### src/rtl/aet_pkg.sv
package aet_pkg;

    typedef enum logic [2:0] {
        OP_LOAD     = 3'd0,
        OP_PREFETCH = 3'd1,
        OP_QUERY    = 3'd2,
        OP_STORE    = 3'd3,
        OP_ABORT    = 3'd4
    } op_e;

    typedef enum logic [1:0] {
        ST_IDLE   = 2'd0,
        ST_OPEN   = 2'd1,
        ST_LOCKED = 2'd2
    } evt_state_e;

    typedef struct packed {
        logic clr;
        logic ins;
    } set_ctl_t;

    function automatic logic is_locked_access(input logic [2:0] op);
        return (op == OP_LOAD) || (op == OP_PREFETCH);
    endfunction

endpackage

### src/rtl/aet_line_set.sv
module aet_line_set #(
    parameter int N  = 8,
    parameter int LW = 26
) (
    input  logic          clk,
    input  logic          rst,
    input  aet_pkg::set_ctl_t ctl,
    input  logic [LW-1:0] core_line,
    input  logic          core_wr,
    output logic          core_hit,
    output logic          full,
    input  logic [LW-1:0] snp_line,
    output logic          snp_hit,
    output logic          snp_hit_wr
);
    localparam int CW = $clog2(N + 1);

    logic [N-1:0]  vld;
    logic [N-1:0]  wr;
    logic [N-1:0]  cmatch;
    logic [N-1:0]  smatch;
    logic [CW-1:0] cnt;

    assign core_hit   = |cmatch;
    assign full       = (cnt == CW'(N));
    assign snp_hit    = |smatch;
    assign snp_hit_wr = |(smatch & wr);

    generate
        for (genvar g = 0; g < N; g++) begin : g_slot
            logic          v_q;
            logic          w_q;
            logic [LW-1:0] t_q;
            logic          alloc;

            assign vld[g]    = v_q;
            assign wr[g]     = w_q;
            assign cmatch[g] = v_q && (t_q == core_line);
            assign smatch[g] = v_q && (t_q == snp_line);
            assign alloc     = ctl.ins && !core_hit && !full && (cnt == CW'(g));

            always_ff @(posedge clk) begin
                if (rst) begin
                    v_q <= 1'b0;
                    w_q <= 1'b0;
                    t_q <= '0;
                end else if (ctl.clr) begin
                    v_q <= ctl.ins && (g == 0);
                    w_q <= ctl.ins && (g == 0) && core_wr;
                    if (g == 0) t_q <= core_line;
                end else if (ctl.ins && cmatch[g]) begin
                    w_q <= w_q | core_wr;
                end else if (alloc) begin
                    v_q <= 1'b1;
                    w_q <= core_wr;
                    t_q <= core_line;
                end
            end
        end
    endgenerate

    always_ff @(posedge clk) begin
        if (rst)
            cnt <= '0;
        else if (ctl.clr)
            cnt <= ctl.ins ? CW'(1) : '0;
        else if (ctl.ins && !core_hit && !full)
            cnt <= cnt + CW'(1);
    end

    assert_single_match_R2: assert property (@(posedge clk) disable iff (rst)
        $onehot0(cmatch) && $onehot0(smatch));

    assert_no_overflow_R3: assert property (@(posedge clk) disable iff (rst)
        (cnt <= CW'(N)) && ($countones(vld) == int'(cnt)));

endmodule

### src/rtl/aet_ctrl.sv
module aet_ctrl
    import aet_pkg::*;
(
    input  logic     clk,
    input  logic     rst,
    input  logic     cmd_valid,
    input  logic [2:0] cmd_op,
    input  logic     core_hit,
    input  logic     full,
    input  logic     snp_valid,
    input  logic     snp_write,
    input  logic     snp_hit,
    input  logic     snp_hit_wr,
    output set_ctl_t ctl,
    output logic     rsp_valid,
    output logic     rsp_ok,
    output logic     snp_nack,
    output logic     evt_active,
    output logic     evt_committed
);
    evt_state_e st_q, st_d;
    logic flag_q, flag_d;
    logic ok_d;
    logic conflict, interf_now, lock_acc;

    assign conflict   = snp_valid && snp_hit && (snp_write || snp_hit_wr);
    assign interf_now = flag_q || conflict;
    assign lock_acc   = cmd_valid && is_locked_access(cmd_op);

    always_comb begin
        st_d    = st_q;
        flag_d  = flag_q;
        ok_d    = 1'b0;
        ctl.clr = 1'b0;
        ctl.ins = 1'b0;
        if (st_q == ST_OPEN && conflict) flag_d = 1'b1;
        unique case (st_q)
            ST_IDLE: begin
                if (cmd_valid && cmd_op == OP_LOAD) begin
                    ctl.clr = 1'b1;
                    ctl.ins = 1'b1;
                    flag_d  = 1'b0;
                    ok_d    = 1'b1;
                    st_d    = ST_OPEN;
                end
            end
            ST_OPEN: begin
                if (lock_acc) begin
                    if (core_hit || !full) begin
                        ctl.ins = 1'b1;
                        ok_d    = 1'b1;
                    end else begin
                        st_d = ST_IDLE;
                    end
                end else if (cmd_valid) begin
                    case (cmd_op)
                        OP_QUERY: begin
                            ok_d = !interf_now;
                            st_d = interf_now ? ST_IDLE : ST_LOCKED;
                        end
                        OP_STORE: begin
                            ok_d = !interf_now;
                            st_d = ST_IDLE;
                        end
                        OP_ABORT: st_d = ST_IDLE;
                        default: ;
                    endcase
                end
            end
            ST_LOCKED: begin
                if (lock_acc) begin
                    if (core_hit) begin
                        ctl.ins = 1'b1;
                        ok_d    = 1'b1;
                    end else begin
                        st_d = ST_IDLE;
                    end
                end else if (cmd_valid) begin
                    case (cmd_op)
                        OP_QUERY: ok_d = 1'b1;
                        OP_STORE: begin
                            ok_d = 1'b1;
                            st_d = ST_IDLE;
                        end
                        OP_ABORT: st_d = ST_IDLE;
                        default: ;
                    endcase
                end
            end
            default: st_d = ST_IDLE;
        endcase
        if (st_q != ST_IDLE && st_d == ST_IDLE) begin
            ctl.clr = 1'b1;
            ctl.ins = 1'b0;
            flag_d  = 1'b0;
        end
    end

    always_ff @(posedge clk) begin
        if (rst) begin
            st_q      <= ST_IDLE;
            flag_q    <= 1'b0;
            rsp_valid <= 1'b0;
            rsp_ok    <= 1'b0;
        end else begin
            st_q      <= st_d;
            flag_q    <= flag_d;
            rsp_valid <= cmd_valid;
            rsp_ok    <= cmd_valid && ok_d;
        end
    end

    assign snp_nack      = (st_q == ST_LOCKED) && conflict;
    assign evt_active    = (st_q != ST_IDLE);
    assign evt_committed = (st_q == ST_LOCKED);

    assert_start_clean_R1: assert property (@(posedge clk) disable iff (rst)
        (st_q == ST_IDLE && cmd_valid && cmd_op == OP_LOAD) |=> (st_q == ST_OPEN && !flag_q));

    assert_sticky_flag_R10: assert property (@(posedge clk) disable iff (rst)
        (st_q == ST_OPEN && flag_q) |=> (flag_q || st_q == ST_IDLE));

    assert_commit_clean_R5: assert property (@(posedge clk) disable iff (rst)
        $rose(evt_committed) |-> ($past(cmd_op) == OP_QUERY && !$past(flag_q) && !$past(conflict)));

    assert_nack_tracked_R6: assert property (@(posedge clk) disable iff (rst)
        snp_nack |-> snp_hit);

    assert_store_closes_R8: assert property (@(posedge clk) disable iff (rst)
        (cmd_valid && cmd_op == OP_STORE) |=> !evt_active);

    assert_fail_idle_R9: assert property (@(posedge clk) disable iff (rst)
        (rsp_valid && !rsp_ok) |-> !evt_active);

endmodule

### src/rtl/atomic_event_tracker.sv
module atomic_event_tracker #(
    parameter int ADDR_W     = 32,
    parameter int LINE_OFF_W = 6,
    parameter int MAX_LINES  = 8
) (
    input  logic              clk,
    input  logic              rst,
    input  logic              cmd_valid,
    input  logic [2:0]        cmd_op,
    input  logic [ADDR_W-1:0] cmd_addr,
    input  logic              cmd_wr,
    output logic              rsp_valid,
    output logic              rsp_ok,
    input  logic              snp_valid,
    input  logic [ADDR_W-1:0] snp_addr,
    input  logic              snp_write,
    output logic              snp_nack,
    output logic              evt_active,
    output logic              evt_committed
);
    localparam int LW = ADDR_W - LINE_OFF_W;

    aet_pkg::set_ctl_t ctl;
    logic core_hit, full, snp_hit, snp_hit_wr;
    logic [LW-1:0] core_line, snp_line;

    assign core_line = cmd_addr[ADDR_W-1:LINE_OFF_W];
    assign snp_line  = snp_addr[ADDR_W-1:LINE_OFF_W];

    wire unused_offsets = ^{cmd_addr[LINE_OFF_W-1:0], snp_addr[LINE_OFF_W-1:0]};

    aet_line_set #(.N(MAX_LINES), .LW(LW)) u_set (
        .clk        (clk),
        .rst        (rst),
        .ctl        (ctl),
        .core_line  (core_line),
        .core_wr    (cmd_wr),
        .core_hit   (core_hit),
        .full       (full),
        .snp_line   (snp_line),
        .snp_hit    (snp_hit),
        .snp_hit_wr (snp_hit_wr)
    );

    aet_ctrl u_ctrl (
        .clk           (clk),
        .rst           (rst),
        .cmd_valid     (cmd_valid),
        .cmd_op        (cmd_op),
        .core_hit      (core_hit),
        .full          (full),
        .snp_valid     (snp_valid),
        .snp_write     (snp_write),
        .snp_hit       (snp_hit),
        .snp_hit_wr    (snp_hit_wr),
        .ctl           (ctl),
        .rsp_valid     (rsp_valid),
        .rsp_ok        (rsp_ok),
        .snp_nack      (snp_nack),
        .evt_active    (evt_active),
        .evt_committed (evt_committed)
    );

    assert_nack_needs_commit_R7: assert property (@(posedge clk) disable iff (rst)
        snp_nack |-> (evt_committed && snp_valid));

endmodule

### config.mk
export PLATFORM = sky130hd
export DESIGN_NAME = atomic_event_tracker
export DESIGN_NICKNAME = d
export VERILOG_FILES = /design/src/rtl/aet_pkg.sv /design/src/rtl/aet_line_set.sv /design/src/rtl/aet_ctrl.sv /design/src/rtl/atomic_event_tracker.sv
export SDC_FILE = /design/constraint.sdc
export NUM_CORES = 1
export LEC_CHECK = 0
export BUFFER_PORTS_ARGS = -buffer_cell sky130_fd_sc_hd__buf_2
export CORE_UTILIZATION = 45
export CTS_BUF_LIST = sky130_fd_sc_hd__clkbuf_16
export CTS_CLUSTER_DIAMETER = 30
export DETAILED_ROUTE_END_ITERATION = 10
export RECOVER_POWER = 25
export SLEW_MARGIN = 20
export SYNTH_ARGS = -nofsm -noshare
export SYNTH_HDL_FRONTEND = slang
export SYNTH_SLANG_ARGS = --single-unit
### constraint.sdc
create_clock -name clk -period 6.9 [get_ports clk]
set_clock_uncertainty 0.05 [all_clocks]
set_input_delay 0.345 -clock clk [delete_from_list [all_inputs] [get_ports clk]]
set_output_delay 0.345 -clock clk [all_outputs]
set_load 0.02 [all_outputs]
==> qor.csv <==
metric,value,unit
status,finished with violations,
violations,"max-capacitance violations, max-slew violations",
synthCells,1716,
intPower,3500,uW
critPathMaxFanout,19,
p_switching,1260,uW
dpl.cell_count,2128,
routed_wl,67.0,mm
netlist.area_leader.share,0.306,
clk_latency,0.60,ns
root_buffer,clkbuf_16,
grt_antenna_before_repair,1,
syn_area,0.0153,mm^2
worstRegToRegCells,10,
grt_overflow_total,0,
num_vias,14000,
start_util,0.456,
grt_pass1_vias,13100,
yosys_warnings,0,
fill_cells,3145,
cap_violations,2,
arrival,5.53,ns
setup_violations,0,
multi_input_area,0.00985,mm^2
worst_slew_margin_rel,-0.395,
min_to,u_set.g_slot[5].w_q$_SDFFE_PP0P_,
layout.nets,1828,
tns,0,ns
async_flop_share,0,
final_cell_mix,"xnor2_1, nand2_1, dfxtp_1",
reg2reg_to,u_set.g_slot[4].t_q[7]$_SDFFE_PP0P_,
hp-start,cmd_wr,
fp.dieH,186,um
cp-start-kind,flop,
reg2reg_setup_slack,1.81,ns
hold_slack,0.0424,ns
htree_num_levels,2,
yosysTopAreaCell,dfxtp_1,
grt_pass1_wl,92.7,mm
endpoint_kind,flop,
synth_edf_count,0,
postLayoutSetupSlackWorst,1.81,ns
core_area,0.0334,mm^2
dp_slack,2.02,ns
pwr-share-clk,0.610,
final_cell_count_no_fill,2242,
drt-initial-drc-count,1714,
hold_class,primary input to flop,
syn_area_per_cell,8.89,um^2
hold_violations,0,
portBuffers,65,
num_rows,67,
rsz0062_at_grt,no,
leakagePower,0.00720,uW
p_seq_frac,0.289,
max_clock_freq,196,MHz
layout_commonest_cell,xnor2_1,
rr_startpoint,u_set.g_slot[5].t_q[19]$_SDFFE_PP0P_,
seq_area_frac_synth,0.306,
hpwl,45.2,mm
synth.distinct_cells,65,
slew_viol_final,27,
ir_drop,209,uV
die_w,186,um
clk_pin_slew,0.04,ns
cts.sinks,233,
grt_max_degree,157,
worstMarginPinSlew,2.09,ns
routabilityCongestion,0.961,
antenna_cells,0,
first_pass_iters,5,
worstPathRequired,7.34,ns
pwr-share-comb,0.101,
syn-num-nets,1797,
antenna_left,0,
p_per_area,268,mW/mm^2
post-route-period-util,0.738,
register_area,0.00466,mm^2
grt_usage,0.385,
dieArea,0.0346,mm^2
hold_depth,3,
clk_path_buf_depth,3,
fin_util,0.531,
via_per_inst,6.25,
ys_seq_elements,233,
drc,0,
wl_per_cell,29.9,um
syn_to_final_growth,16.4,%
drive_above_1_share,0.101,
worstSetupPathType,flop to flop,
cts_tree,yes,
io_pins,78,
synthFlopType,dfxtp_1,
period_needed,5.09,ns
swShare,0.264,
cts_buffers,60,
yosys-top-cells-area,"dfxtp_1, xnor2_1, mux2i_1",
## worst max-delay path: stages, from the launching register on
cell and delay (ns):
dfxtp_1 0.34, xnor2_1 0.27, nand4_1 0.15, or4_1 0.51, or4_1 0.72, o2111a_1 0.34
a31oi_1 0.39, a211oi_1 0.31, o21ai_4 0.52, clkbuf_1 1.08, mux2i_1 0.31
## logic make-up after synthesis
group,after synthesis,synth area share
muxes,211,0.138
xor gates and xnor gates,416,0.243
AOI/OAI and AO/OA,95,0.0470
buffers and inverters,133,0.0515
DFF,233,0.306
adders and majority gates,8,0.00656
and+or+nand+nor,620,0.208
## routing by layer
metal  part of all wire  track usage  routed length, um
met5                  0            0                  0
met4              0.069        0.246               4590
met3              0.098       0.0824               6600
met2               0.42        0.572              28100
met1               0.41        0.505              27700
## synth_stat cells, types with 7 or more instances
cell type and count:
a21oi_1 14, and3_1 8, and3b_1 10, and4_1 7, buf_2 17, buf_4 10, buf_6 20, clkbuf_1 57
dfxtp_1 233, ha_1 8, inv_1 21, mux2i_1 211, nand2_1 251, nand3_1 22, nand4_1 167, nor2_1 49
nor3_1 21, nor4_1 48, o211ai_1 10, o21ai_0 11, or4_1 10, xnor2_1 294, xnor2_2 8, xor2_1 114
## cell type report
cell class,count,area share
Tap cell,448,0.0316
Clock buffer,60,0.0846
Clock inverter,49,0.0328
Multi-Input combinational cell,1350,0.555
Inverter,22,0.00493
Sequential cell,233,0.263
Timing Repair Buffer,80,0.0286
## flip-flops by register name, indices dropped and copies added, names as in the netlist
name	count
u_ctrl.rsp_valid	1
u_set.g_slot.w_q	8
u_set.g_slot.v_q	8
u_ctrl.st_q	2
u_ctrl.rsp_ok	1
u_set.cnt	4
u_set.g_slot.t_q	208
u_ctrl.flag_q	1
## worst max path at each step
stage	from	end	slack [ns]	cells past startpoint
after global placement	snp_addr[25]	u_set.g_slot[2].t_q[0]$_SDFFE_PP0P_	2.04	12
after detailed placement	snp_addr[6]	u_set.g_slot[2].t_q[5]$_SDFFE_PP0P_	2.02	12
after CTS	u_set.g_slot[5].t_q[19]$_SDFFE_PP0P_	u_set.g_slot[2].t_q[5]$_SDFFE_PP0P_	2.44	11
after floorplan	snp_addr[28]	u_set.g_slot[6].t_q[14]$_SDFFE_PP0P_	3.70	13
final	u_set.g_slot[5].t_q[19]$_SDFFE_PP0P_	u_set.g_slot[4].t_q[7]$_SDFFE_PP0P_	1.81	10
after global routing	u_set.g_slot[5].t_q[16]$_SDFFE_PP0P_	u_set.g_slot[6].t_q[15]$_SDFFE_PP0P_	1.62	10
## repair_timing
action                                  4_1_cts  5_1_grt
hold endpoints to repair                      2        0
buffers inserted                              0        0
hold buffers                                  2        0
gates resized for setup                       0        0
endpoints found under the setup margin        0        0
## per-stage QoR
step	power, uW	instance area (um^2)
final	4760	17800
after CTS	4750	17700
after detailed placement	1860	15600
after floorplan	1680	15300
after global routing	4860	17800
after global placement	1860	15600
## power groups by stage
stage	Clock (uW)	Combinational (uW)	Sequential (uW)
after floorplan	0	287	1400
after global placement	0	465	1400
after detailed placement	0	461	1400
after CTS	2920	464	1370
after global routing	2990	491	1370
final	2900	481	1370
(Power assumes the default switching activity.)
